==> src/rtl/sfdp_probe_pkg.sv <==
package sfdp_probe_pkg;

   localparam logic [7:0]  DISC_OPCODE = 8'h5A;
   localparam logic [31:0] DISC_SIG    = 32'h5044_4653;
   localparam logic [7:0]  BASIC_ID_LO = 8'h00;
   localparam logic [7:0]  BASIC_ID_HI = 8'hFF;
   localparam logic [7:0]  REV_SPLIT   = 8'd5;

   typedef enum logic [1:0] {
      PERR_NONE  = 2'd0,
      PERR_SIG   = 2'd1,
      PERR_NOTBL = 2'd2,
      PERR_OVF   = 2'd3
   } probe_err_e;

   typedef enum logic [2:0] {
      PS_IDLE, PS_HDR1, PS_HDR2, PS_PH1, PS_PH2, PS_TPAGE, PS_TDENS
   } probe_st_e;

endpackage

==> src/rtl/sfdp_dword_rd.sv <==
module sfdp_dword_rd
   import sfdp_probe_pkg::*;
#(
   parameter int AW = 24
) (
   input  logic          clk,
   input  logic          rst_n,
   input  logic          go_i,
   input  logic [AW-1:0] addr_i,
   output logic          sel_o,
   output logic          req_o,
   output logic [7:0]    tx_o,
   input  logic [7:0]    rx_i,
   input  logic          done_i,
   output logic          fin_o,
   output logic [31:0]   dw_o
);
   localparam int AB = AW / 8;
   localparam int D0 = AB + 2;
   localparam int NB = D0 + 4;
   localparam int CW = $clog2(NB);

   if ((AW % 8) != 0 || AW < 8) begin : g_bad_aw
      initial $error("sfdp_dword_rd: AW must be a positive multiple of 8");
   end

   logic          active;
   logic [CW-1:0] bcnt;
   logic [AW-1:0] addr_q;
   logic          last_b;

   assign last_b = (bcnt == CW'(NB - 1));
   assign sel_o  = active;
   assign req_o  = active;

   always_ff @(posedge clk or negedge rst_n) begin
      if (!rst_n) begin
         active <= 1'b0;
         bcnt   <= '0;
         addr_q <= '0;
         fin_o  <= 1'b0;
      end else begin
         fin_o <= 1'b0;
         if (go_i) begin
            active <= 1'b1;
            bcnt   <= '0;
            addr_q <= addr_i;
         end else if (active && done_i) begin
            bcnt <= bcnt + 1'b1;
            if (last_b) begin
               active <= 1'b0;
               fin_o  <= 1'b1;
            end
         end
      end
   end

   always_comb begin
      tx_o = 8'h00;
      if (bcnt == '0) tx_o = DISC_OPCODE;
      for (int i = 0; i < AB; i++) begin
         if (bcnt == CW'(i + 1)) tx_o = addr_q[AW-8*(i+1) +: 8];
      end
   end

   for (genvar g = 0; g < 4; g++) begin : g_cap
      logic [7:0] b;
      always_ff @(posedge clk or negedge rst_n) begin
         if (!rst_n)                                      b <= '0;
         else if (active && done_i && bcnt == CW'(D0 + g)) b <= rx_i;
      end
      assign dw_o[8*g +: 8] = b;
   end

endmodule

==> src/rtl/sfdp_hdr_eval.sv <==
module sfdp_hdr_eval
   import sfdp_probe_pkg::*;
(
   input  logic [7:0]  main_major_i,
   input  logic [7:0]  main_minor_i,
   input  logic [23:0] ph_lo_i,
   input  logic [31:0] ph_hi_i,
   input  logic [7:0]  best_minor_i,
   output logic        accept_o,
   output logic [7:0]  tbl_minor_o,
   output logic [23:0] tbl_ptr_o
);
   logic is_basic;
   logic [7:0] tbl_major;

   assign tbl_minor_o = ph_lo_i[15:8];
   assign tbl_major   = ph_lo_i[23:16];
   assign tbl_ptr_o   = ph_hi_i[23:0];

   always_comb begin
      is_basic = 1'b0;
      if (main_major_i == 8'd1) begin
         if (main_minor_i < REV_SPLIT)
            is_basic = (ph_lo_i[7:0] == BASIC_ID_LO);
         else
            is_basic = (ph_lo_i[7:0] == BASIC_ID_LO) && (ph_hi_i[31:24] == BASIC_ID_HI);
      end
   end

   assign accept_o = is_basic && (tbl_major == 8'd1) && (tbl_minor_o >= best_minor_i);

endmodule

==> src/rtl/sfdp_bfpt_dec.sv <==
module sfdp_bfpt_dec
   import sfdp_probe_pkg::*;
#(
   parameter int PAGE_W = 16
) (
   input  logic [7:0]        tbl_minor_i,
   input  logic              gran_i,
   input  logic [3:0]        page_exp_i,
   input  logic [31:0]       dens_i,
   output logic [PAGE_W-1:0] page_o,
   output logic [31:0]       cap_o,
   output logic              ovf_o
);
   if (PAGE_W < 16) begin : g_bad_pw
      initial $error("sfdp_bfpt_dec: PAGE_W must hold 2^15");
   end

   logic [30:0] n;
   assign n = dens_i[30:0];

   always_comb begin
      if (tbl_minor_i < REV_SPLIT)
         page_o = gran_i ? PAGE_W'(64) : PAGE_W'(1);
      else
         page_o = PAGE_W'(1) << page_exp_i;
   end

   always_comb begin
      ovf_o = 1'b0;
      cap_o = '0;
      if (dens_i[31]) begin
         ovf_o = (n < 31'd3) || (n > 31'd34);
         if (!ovf_o) cap_o = 32'd1 << (n[5:0] - 6'd3);
      end else begin
         cap_o = ({1'b0, n} + 32'd1) >> 3;
      end
   end

endmodule

==> src/rtl/sfdp_probe.sv <==
module sfdp_probe
   import sfdp_probe_pkg::*;
#(
   parameter int          PAGE_W     = 16,
   parameter int          DEF_PAGE   = 256,
   parameter logic [31:0] DEF_CAP    = 32'h0010_0000,
   parameter int          ADDR4_LOG2 = 24
) (
   input  logic              clk,
   input  logic              rst_n,
   input  logic              start_i,
   output logic              spi_sel_o,
   output logic              spi_req_o,
   output logic [7:0]        spi_tx_o,
   input  logic [7:0]        spi_rx_i,
   input  logic              spi_done_i,
   output logic              done_o,
   output logic [1:0]        err_o,
   output logic [PAGE_W-1:0] page_size_o,
   output logic [31:0]       capacity_o,
   output logic              addr4_o
);
   localparam int          AW       = 24;
   localparam logic [31:0] A4_LIMIT = 32'd1 << ADDR4_LOG2;
   localparam logic        DEF_A4   = (DEF_CAP > A4_LIMIT);

   if (ADDR4_LOG2 < 1 || ADDR4_LOG2 > 31) begin : g_bad_a4
      initial $error("sfdp_probe: ADDR4_LOG2 out of range");
   end

   probe_st_e     st;
   logic          go_q;
   logic [AW-1:0] rd_addr;
   logic          rd_fin;
   logic [31:0]   rd_dw;
   logic [7:0]    main_major, main_minor;
   logic [8:0]    remain;
   logic [AW-1:0] hoff;
   logic [23:0]   ph_lo;
   logic          found;
   logic [7:0]    best_min;
   logic [23:0]   best_ptr;
   logic          pg_gran;
   logic [3:0]    pg_exp;

   sfdp_dword_rd #(.AW(AW)) rd_i (
      .clk(clk), .rst_n(rst_n), .go_i(go_q), .addr_i(rd_addr),
      .sel_o(spi_sel_o), .req_o(spi_req_o), .tx_o(spi_tx_o),
      .rx_i(spi_rx_i), .done_i(spi_done_i), .fin_o(rd_fin), .dw_o(rd_dw)
   );

   logic        acc;
   logic [7:0]  acc_min;
   logic [23:0] acc_ptr;

   sfdp_hdr_eval hdr_i (
      .main_major_i(main_major), .main_minor_i(main_minor),
      .ph_lo_i(ph_lo), .ph_hi_i(rd_dw), .best_minor_i(best_min),
      .accept_o(acc), .tbl_minor_o(acc_min), .tbl_ptr_o(acc_ptr)
   );

   logic              nx_found;
   logic [7:0]        nx_min;
   logic [23:0]       nx_ptr;
   assign nx_found = found | acc;
   assign nx_min   = acc ? acc_min : best_min;
   assign nx_ptr   = acc ? acc_ptr : best_ptr;

   logic [PAGE_W-1:0] dec_page;
   logic [31:0]       dec_cap;
   logic              dec_ovf;

   sfdp_bfpt_dec #(.PAGE_W(PAGE_W)) dec_i (
      .tbl_minor_i(best_min), .gran_i(pg_gran), .page_exp_i(pg_exp),
      .dens_i(rd_dw), .page_o(dec_page), .cap_o(dec_cap), .ovf_o(dec_ovf)
   );

   logic              term;
   probe_err_e        term_err;
   logic [PAGE_W-1:0] term_page;
   logic [31:0]       term_cap;

   always_comb begin
      term     = 1'b0;
      term_err = PERR_NONE;
      if (rd_fin) begin
         unique case (st)
            PS_HDR1:  if (rd_dw != DISC_SIG) begin term = 1'b1; term_err = PERR_SIG; end
            PS_PH2:   if (remain == 9'd1 && !nx_found) begin term = 1'b1; term_err = PERR_NOTBL; end
            PS_TDENS: begin term = 1'b1; term_err = dec_ovf ? PERR_OVF : PERR_NONE; end
            default:  ;
         endcase
      end
      term_page = (term_err == PERR_NONE) ? dec_page : PAGE_W'(DEF_PAGE);
      term_cap  = (term_err == PERR_NONE) ? dec_cap  : DEF_CAP;
   end

   always_ff @(posedge clk or negedge rst_n) begin
      if (!rst_n) begin
         done_o      <= 1'b0;
         err_o       <= PERR_NONE;
         page_size_o <= PAGE_W'(DEF_PAGE);
         capacity_o  <= DEF_CAP;
         addr4_o     <= DEF_A4;
      end else begin
         done_o <= term;
         if (term) begin
            err_o       <= term_err;
            page_size_o <= term_page;
            capacity_o  <= term_cap;
            addr4_o     <= (term_cap > A4_LIMIT);
         end
      end
   end

   always_ff @(posedge clk or negedge rst_n) begin
      if (!rst_n) begin
         st <= PS_IDLE;  go_q <= 1'b0;  rd_addr <= '0;
         main_major <= '0;  main_minor <= '0;  remain <= '0;  hoff <= '0;
         ph_lo <= '0;  found <= 1'b0;  best_min <= '0;  best_ptr <= '0;
         pg_gran <= 1'b0;  pg_exp <= '0;
      end else begin
         go_q <= 1'b0;
         if (term) begin
            st <= PS_IDLE;
         end else begin
            unique case (st)
               PS_IDLE: if (start_i) begin
                  go_q <= 1'b1;  rd_addr <= '0;  st <= PS_HDR1;
                  found <= 1'b0;  best_min <= '0;  best_ptr <= '0;
               end
               PS_HDR1: if (rd_fin) begin
                  go_q <= 1'b1;  rd_addr <= AW'(4);  st <= PS_HDR2;
               end
               PS_HDR2: if (rd_fin) begin
                  main_minor <= rd_dw[7:0];
                  main_major <= rd_dw[15:8];
                  remain     <= {1'b0, rd_dw[23:16]} + 9'd1;
                  hoff       <= AW'(8);
                  go_q <= 1'b1;  rd_addr <= AW'(8);  st <= PS_PH1;
               end
               PS_PH1: if (rd_fin) begin
                  ph_lo <= rd_dw[23:0];
                  go_q <= 1'b1;  rd_addr <= hoff + AW'(4);  st <= PS_PH2;
               end
               PS_PH2: if (rd_fin) begin
                  found    <= nx_found;
                  best_min <= nx_min;
                  best_ptr <= nx_ptr;
                  remain   <= remain - 9'd1;
                  hoff     <= hoff + AW'(8);
                  go_q     <= 1'b1;
                  if (remain == 9'd1) begin
                     rd_addr <= (nx_min < REV_SPLIT) ? nx_ptr : nx_ptr + AW'(40);
                     st      <= PS_TPAGE;
                  end else begin
                     rd_addr <= hoff + AW'(8);
                     st      <= PS_PH1;
                  end
               end
               PS_TPAGE: if (rd_fin) begin
                  pg_gran <= rd_dw[2];
                  pg_exp  <= rd_dw[7:4];
                  go_q <= 1'b1;  rd_addr <= best_ptr + AW'(4);  st <= PS_TDENS;
               end
               default: ;
            endcase
         end
      end
   end

endmodule

==> config.mk <==
export PLATFORM = sky130hd
export DESIGN_NAME = sfdp_probe
export DESIGN_NICKNAME = d
export VERILOG_FILES = /design/src/rtl/sfdp_probe_pkg.sv /design/src/rtl/sfdp_dword_rd.sv /design/src/rtl/sfdp_hdr_eval.sv /design/src/rtl/sfdp_bfpt_dec.sv /design/src/rtl/sfdp_probe.sv
export SDC_FILE = /design/constraint.sdc
export NUM_CORES = 1
export LEC_CHECK = 0
export CAP_MARGIN = 20
export CORE_ASPECT_RATIO = 0.8
export CORE_MARGIN = 1
export CORE_UTILIZATION = 55
export CTS_CLUSTER_SIZE = 12
export DETAILED_ROUTE_END_ITERATION = 8
export PLACE_DENSITY = 0.74
export SYNTH_ARGS = -nofsm -noshare
export SYNTH_HDL_FRONTEND = slang
export SYNTH_SLANG_ARGS = --single-unit
==> constraint.sdc <==
create_clock -name clk -period 4.7 [get_ports clk]
set_input_delay 0.94 -clock clk [delete_from_list [all_inputs] [get_ports clk]]
set_output_delay 0.94 -clock clk [all_outputs]
set_load 0.1 [all_outputs]
Yosys cells after proc, flatten, opt, wreduce, memory -nomap -nowiden
Index checks and enable logic that the tools add are counted.
- shift-type cells: 2
- bitwise operators: 2
- order comparisons: 7
- equal/unequal tests: 30
- add/sub/neg operators: 9
- reduce and logical (&&, ||, !) cells: 30
- multiplexer cells: 67
- operators by type and width (cell ; count):
    two-way mux 24 bit ; 11
    one-hot mux 24 bit (6 select lines) ; 1
    two-way mux 32 bit ; 3
    one-hot mux 24 bit (2 select lines) ; 2
    adder 24 x 3 -> 24 bit, second input constant ; 2
    two-way mux 8 bit ; 6
    adder 31 x 1 -> 32 bit, second input constant ; 1
    > comparator 32 x 25 -> 1 bit, second input constant ; 1
    two-way mux 16 bit ; 2
    inequality test 32 x 31 -> 1 bit, second input constant ; 1
    << shifter 1 x 6 -> 32 bit, first input constant ; 1
    > comparator 31 x 6 -> 1 bit, second input constant ; 1
    less-than comparator 31 x 2 -> 1 bit, second input constant ; 1
    adder 24 x 4 -> 24 bit, second input constant ; 1
    adder 24 x 6 -> 24 bit, second input constant ; 1
    less-than comparator 8 x 3 -> 1 bit, second input constant ; 3
    two-way mux 3 bit ; 8
    two-way mux 1 bit ; 18
    two-way mux 9 bit ; 2
    one-hot mux 3 bit (6 select lines) ; 1
    one-hot mux 9 bit (2 select lines) ; 1
    equality test 8 x 1 -> 1 bit, second input constant ; 2
    one-hot mux 8 bit (2 select lines) ; 1
    << shifter 1 x 4 -> 16 bit, first input constant ; 1
    other kinds (42) ; 75
- logic and storage cells: 173
- output and inout bits: 62
- register bits: 253

Logic depth before layout (Yosys ltp)
- word-level depth: 15
- mapped depth: 17
- gate-level depth less buffers: 16

By module
A second synthesis with hierarchy kept.
- cells, all modules: 1517
- area total of the unflattened synthesis: 14650.3 um^2
- modules (own cells, without submodules) (module ; cells an instance ; times used ; area an instance (um^2)):
    sfdp_probe ; 1048 ; 1 ; 10161.0
    sfdp_dword_rd ; 192 ; 1 ; 2623.8
    sfdp_bfpt_dec ; 204 ; 1 ; 1298.7
    sfdp_hdr_eval ; 73 ; 1 ; 566.8

Worst setup path after synthesis
OpenSTA, ideal clock, no wires.
- kind: flip-flop to output port
- start point: register rd_i.bcnt[1]
- end point: output spi_tx_o[0]
- data arrival time: 3256 ps
- stages on the path, launching flop included: 6
- data required time: 3760 ps
- slack: 504 ps
- buffers on the path: 0
- path through: dfrtp_1 -> inv_1 -> ha_1 -> nor3b_1 -> a32oi_1 -> o21ai_0
- cells in the longest elaborated chain, start to end: 4
- elaborated cells between the ends (all ways): 6
- those cells by class: eq/ne: 3; mux: 3
- ends and longest elaborated chain (what ; line ; text):
    from (decl) ; sfdp_dword_rd.sv:28 ; logic [CW-1:0] bcnt;
    from (signal assigned) ; sfdp_dword_rd.sv:49 ; bcnt <= bcnt + 1'b1;
    equality test 4 x 1 -> 1 bit ; sfdp_dword_rd.sv:62 ; if (bcnt == CW'(i + 1)) tx_o = addr_q[AW-8*(i+1) +: 8];
    two-way mux 8 bit (2 in series) ; sfdp_dword_rd.sv:62 ;
    two-way mux 8 bit * ; sfdp_dword_rd.sv:62 ;
    to (decl) ; sfdp_probe.sv:14 ; output logic [7:0] spi_tx_o,
Every way passes the cells marked *; elsewhere a longest branch is shown, timed or not.

Final worst setup path
- start point: register rd_i.g_cap[3].b[2]
- end point: register rd_addr[23]
- cells in the longest elaborated chain, start to end: 14
- elaborated cells between the ends (all ways): 24
- those cells by class: add/sub: 1; order compare: 1; eq/ne: 2; mux: 12; bitwise: 2; reduce/logical: 6
- ends and longest elaborated chain (what ; line ; text):
    from (decl) ; sfdp_dword_rd.sv:67 ; logic [7:0] b;
    from (signal assigned) ; sfdp_dword_rd.sv:70 ; else if (active && done_i && bcnt == CW'(D0 + g)) b <= rx_i;
    parallel branches: the longest is 14 deep, another holds adder 24 x 6 -> 24 bit ; n/a ;
    to (signal assigned) ; sfdp_probe.sv:154 ; rd_addr <= (nx_min < REV_SPLIT) ? nx_ptr : nx_ptr + AW'(40);
    to (signal assigned) ; sfdp_probe.sv:157 ; rd_addr <= hoff + AW'(8);
    to (decl) ; sfdp_probe.sv:33 ; logic [AW-1:0] rd_addr;
Parallel ways; which one is timed is not known. The select of a mux whose other input is x is not followed.
A chain may end at the register's enable or synchronous reset.

==> impl_metrics.json <==
{
  "max_freq_ghz": 0.234,
  "crit_required_ns": 5.12,
  "reg2reg_slack_ns": 0.43,
  "ys_warn_count": 0,
  "synth_top_family_by_area": "simple AND/OR/NAND/NOR gates",
  "crit_start": "rd_i.g_cap[3].b[2]",
  "viasPerCell": 6.54,
  "worstHoldPathType": "input port to asynchronous set/reset pin",
  "portBuffers": 73,
  "dp.cells": 2006,
  "cts_tree": "yes",
  "synth_fp_nets": 1695,
  "die_h_um": 151,
  "cp-end-kind": "register",
  "syn_to_final_growth_pct": 11.9,
  "avgSynthCellArea_um2": 9.11,
  "setup_tns_ns": 0,
  "cts_setup_buffers": 0,
  "clk_pin_slew_ns": 0.06,
  "synth-edff-count": 0,
  "nets": 1710,
  "fin_skew_ns": 0.00975,
  "arrival_ns": 4.69,
  "numClockSinks": 250,
  "grt_pass1_wl_um": 73000,
  "die_w_um": 188,
  "slew_viol_final": 0,
  "drc_errors": 0,
  "place_hpwl_um": 33700,
  "first_global_vias": 12600,
  "synth.area.top_cells": "dfrtp_1, mux2_2, nand2_1, o21ai_0, xnor2_1",
  "synthMuxAreaShare": 0.0991,
  "rsz0062_at_grt": "no",
  "crit_path_start_kind": "register",
  "path_max_fanout": 8,
  "syn-cell-area_mm2": 0.0152,
  "maxCapViolations": 0,
  "fp.coreArea_mm2": 0.0267,
  "ant_nets": 0,
  "routabilityCongestion": 1.04,
  "dr.pass1.iters": 6,
  "ctsResizeCount": 0,
  "dieArea_mm2": 0.0282,
  "tightest_slew_ns": 1.12,
  "antenna_found_initial": 1,
  "grt_use_total": 0.335,
  "synth-simple-area-share": 0.206,
  "synth.distinct_cells": 88,
  "synth_cells": 1664,
  "synth_top_area_cell": "dfrtp_1",
  "io_pins": 74,
  "async_reset_ff_frac": 1.00,
  "hold_viol_final": 0,
  "clock_path_buffers": 3,
  "slew_headroom": 0.248,
  "status": "finished clean",
  "rows": 53,
  "ys_ff_latch": 250,
  "synthAdderAreaFrac": 0.0157,
  "ys_seq_area_frac": 0.413,
  "grt_max_degree": 101,
  "irDropWorstVdd_mv": 0.402,
  "yosys.area.top_type_share": 0.409,
  "cts-root-buf": "clkbuf_16",
  "r2r-start": "rd_i.g_cap[3].b[2]",
  "synth_xor_area_frac": 0.0537,
  "hold_buffers": 0,
  "powerDensity_mw_per_mm2": 550,
  "crit_type": "register to register",
  "ys.flop_type": "dfrtp_1",
  "cts_buffers": 27,
  "drtIter0Drc": 1716,
  "period_share": 0.908,
  "drt_wl_total_um": 47100,
  "via_count": 13400,
  "worstSkewPairLatency_ns": 0.55,
  "start_util": 0.569,
  "synth_compound_area_frac": 0.166,
  "route.detailed.wl_per_inst_um": 22.9,
  "power.leakage_nw": 6.95,
  "layout-drive-gt1-share": 0.132,
  "grt-ovfl-total": 0,
  "setup_violations": 0,
  "htreeDepth": 1,
  "layout.cells.non_filler": 2054,
  "fin_crit_ns": 4.27
}
-- registers in the layout, indices dropped and copies added, names as in the netlist, 2 cells and up --
signal,flops
pg_exp,4
remain,9
rd_i.addr_q,24
st,3
main_major,8
hoff,21
rd_addr,24
main_minor,8
rd_i.g_cap.b,32
err_o,2
capacity_o,32
rd_i.bcnt,4
best_min,8
page_size_o,16
ph_lo,24
best_ptr,24
-- path summary, 6_finish.rpt --
path	depth (start not counted)	endpoint
worst max-delay path	13	rd_addr[23]
worst min register to register	2	page_size_o[6]
worst min-delay path	1	main_major[1]
max in group asynchronous	2	best_ptr[2]
min in group clk	2	page_size_o[6]
worst max register to register	13	rd_addr[23]
-- layout make-up --
class                   count  area [µm²]
multi-input cells        1249        8200
inverters                  37         139
clock buffers              39         771
diodes                      1        2.50
flip-flops and latches    250        6260
repair buffers            114        1060
fillers                  2223        9680
clock inverters             7         104
well taps                 357         447
-- critical path, cell delays in order, from the launching register on --
cell,delay [ns]
dfrtp_1,0.50
nand4_1,0.19
or3_1,0.45
a211o_1,0.35
o21bai_2,0.25
mux2_2,0.30
ha_1,0.21
nor2_1,0.07
nor4_1,0.64
nand2_1,0.16
mux2_2,0.34
or4_1,0.41
a21oi_1,0.16
o21ai_0,0.11
-- through the flow --
step	setup WS [ns]	hold slack, ns	cell area, µm²	util	power (mW)
2_1_floorplan	0.504	0.443	15200	-	5.91
3_3_place_gp	0.695	0.462	16100	0.603	7.04
3_5_place_dp	0.594	0.467	16100	0.603	7.10
4_1_cts	0.566	0.442	16900	0.636	9.25
5_1_grt	0.255	0.484	17000	0.637	9.72
6_report	0.435	0.427	17000	0.637	9.34
-- power breakdown --
group | leakage [nW] | internal, mW | switching (mW)
sequential | 3.10 | 2.65 | 0.798
clock | 0.431 | 1.25 | 0.885
combinational | 3.43 | 1.20 | 2.55
-- cell usage in the layout, fill, tap and decap left out, types with 6 or more instances in the layout --
cell,synthesis,final
o31ai_1,44,44
and2_1,19,19
mux2_1,10,10
a211oi_1,8,8
dfrtp_1,248,248
ha_1,19,19
mux2_2,99,99
or3_1,13,13
nor2b_1,15,15
a31oi_1,27,27
nor3_1,44,44
nand3_1,52,52
buf_4,11,47
o211ai_1,7,7
a32oi_1,8,8
nand4_1,25,25
and3_1,21,21
nand2_1,216,216
o22ai_1,8,8
xor2_1,40,40
o21ai_0,115,115
or2_2,6,6
nor3b_1,8,8
clkbuf_1,76,7
mux2i_1,26,26
clkbuf_16,0,27
nor2_1,112,112
nor4_1,28,28
o32a_1,6,6
or4_1,8,8
a21oi_1,65,65
nand2b_1,14,14
a22o_1,7,7
xnor2_1,53,53
a32o_1,9,9
o21ai_1,9,9
inv_1,37,37
a22oi_1,16,16
clkdlybuf4s50_1,0,64
and4_1,6,6
-- layer usage --
layer	wire [µm]	vias to the layer above	track usage
met2	19300	731	0.479
met3	5750	105	0.0979
met4	1280	2	0.0947
met5	13	-	0
li1	-	6042	-
met1	20800	6545	0.490
-- cells by family after synthesis --
family,after synthesis
AO/OA/AOI/OAI,380
adder cells (fa/ha/maj),19
buffers and inverters,165
multiplexers,136
XOR/XNOR,93
flip-flops,250
AND/OR/NAND/NOR,621
-- synth_stat cells (28+ instances only) --
library cell  instances
xnor2_1              53
a21oi_1              65
o31ai_1              44
nand2_1             216
nand3_1              52
inv_1                37
mux2_2               99
xor2_1               40
nor4_1               28
clkbuf_1             76
dfrtp_1             248
o21ai_0             115
nor3_1               44
nor2_1              112
Power figures use the tool's default switching activity.
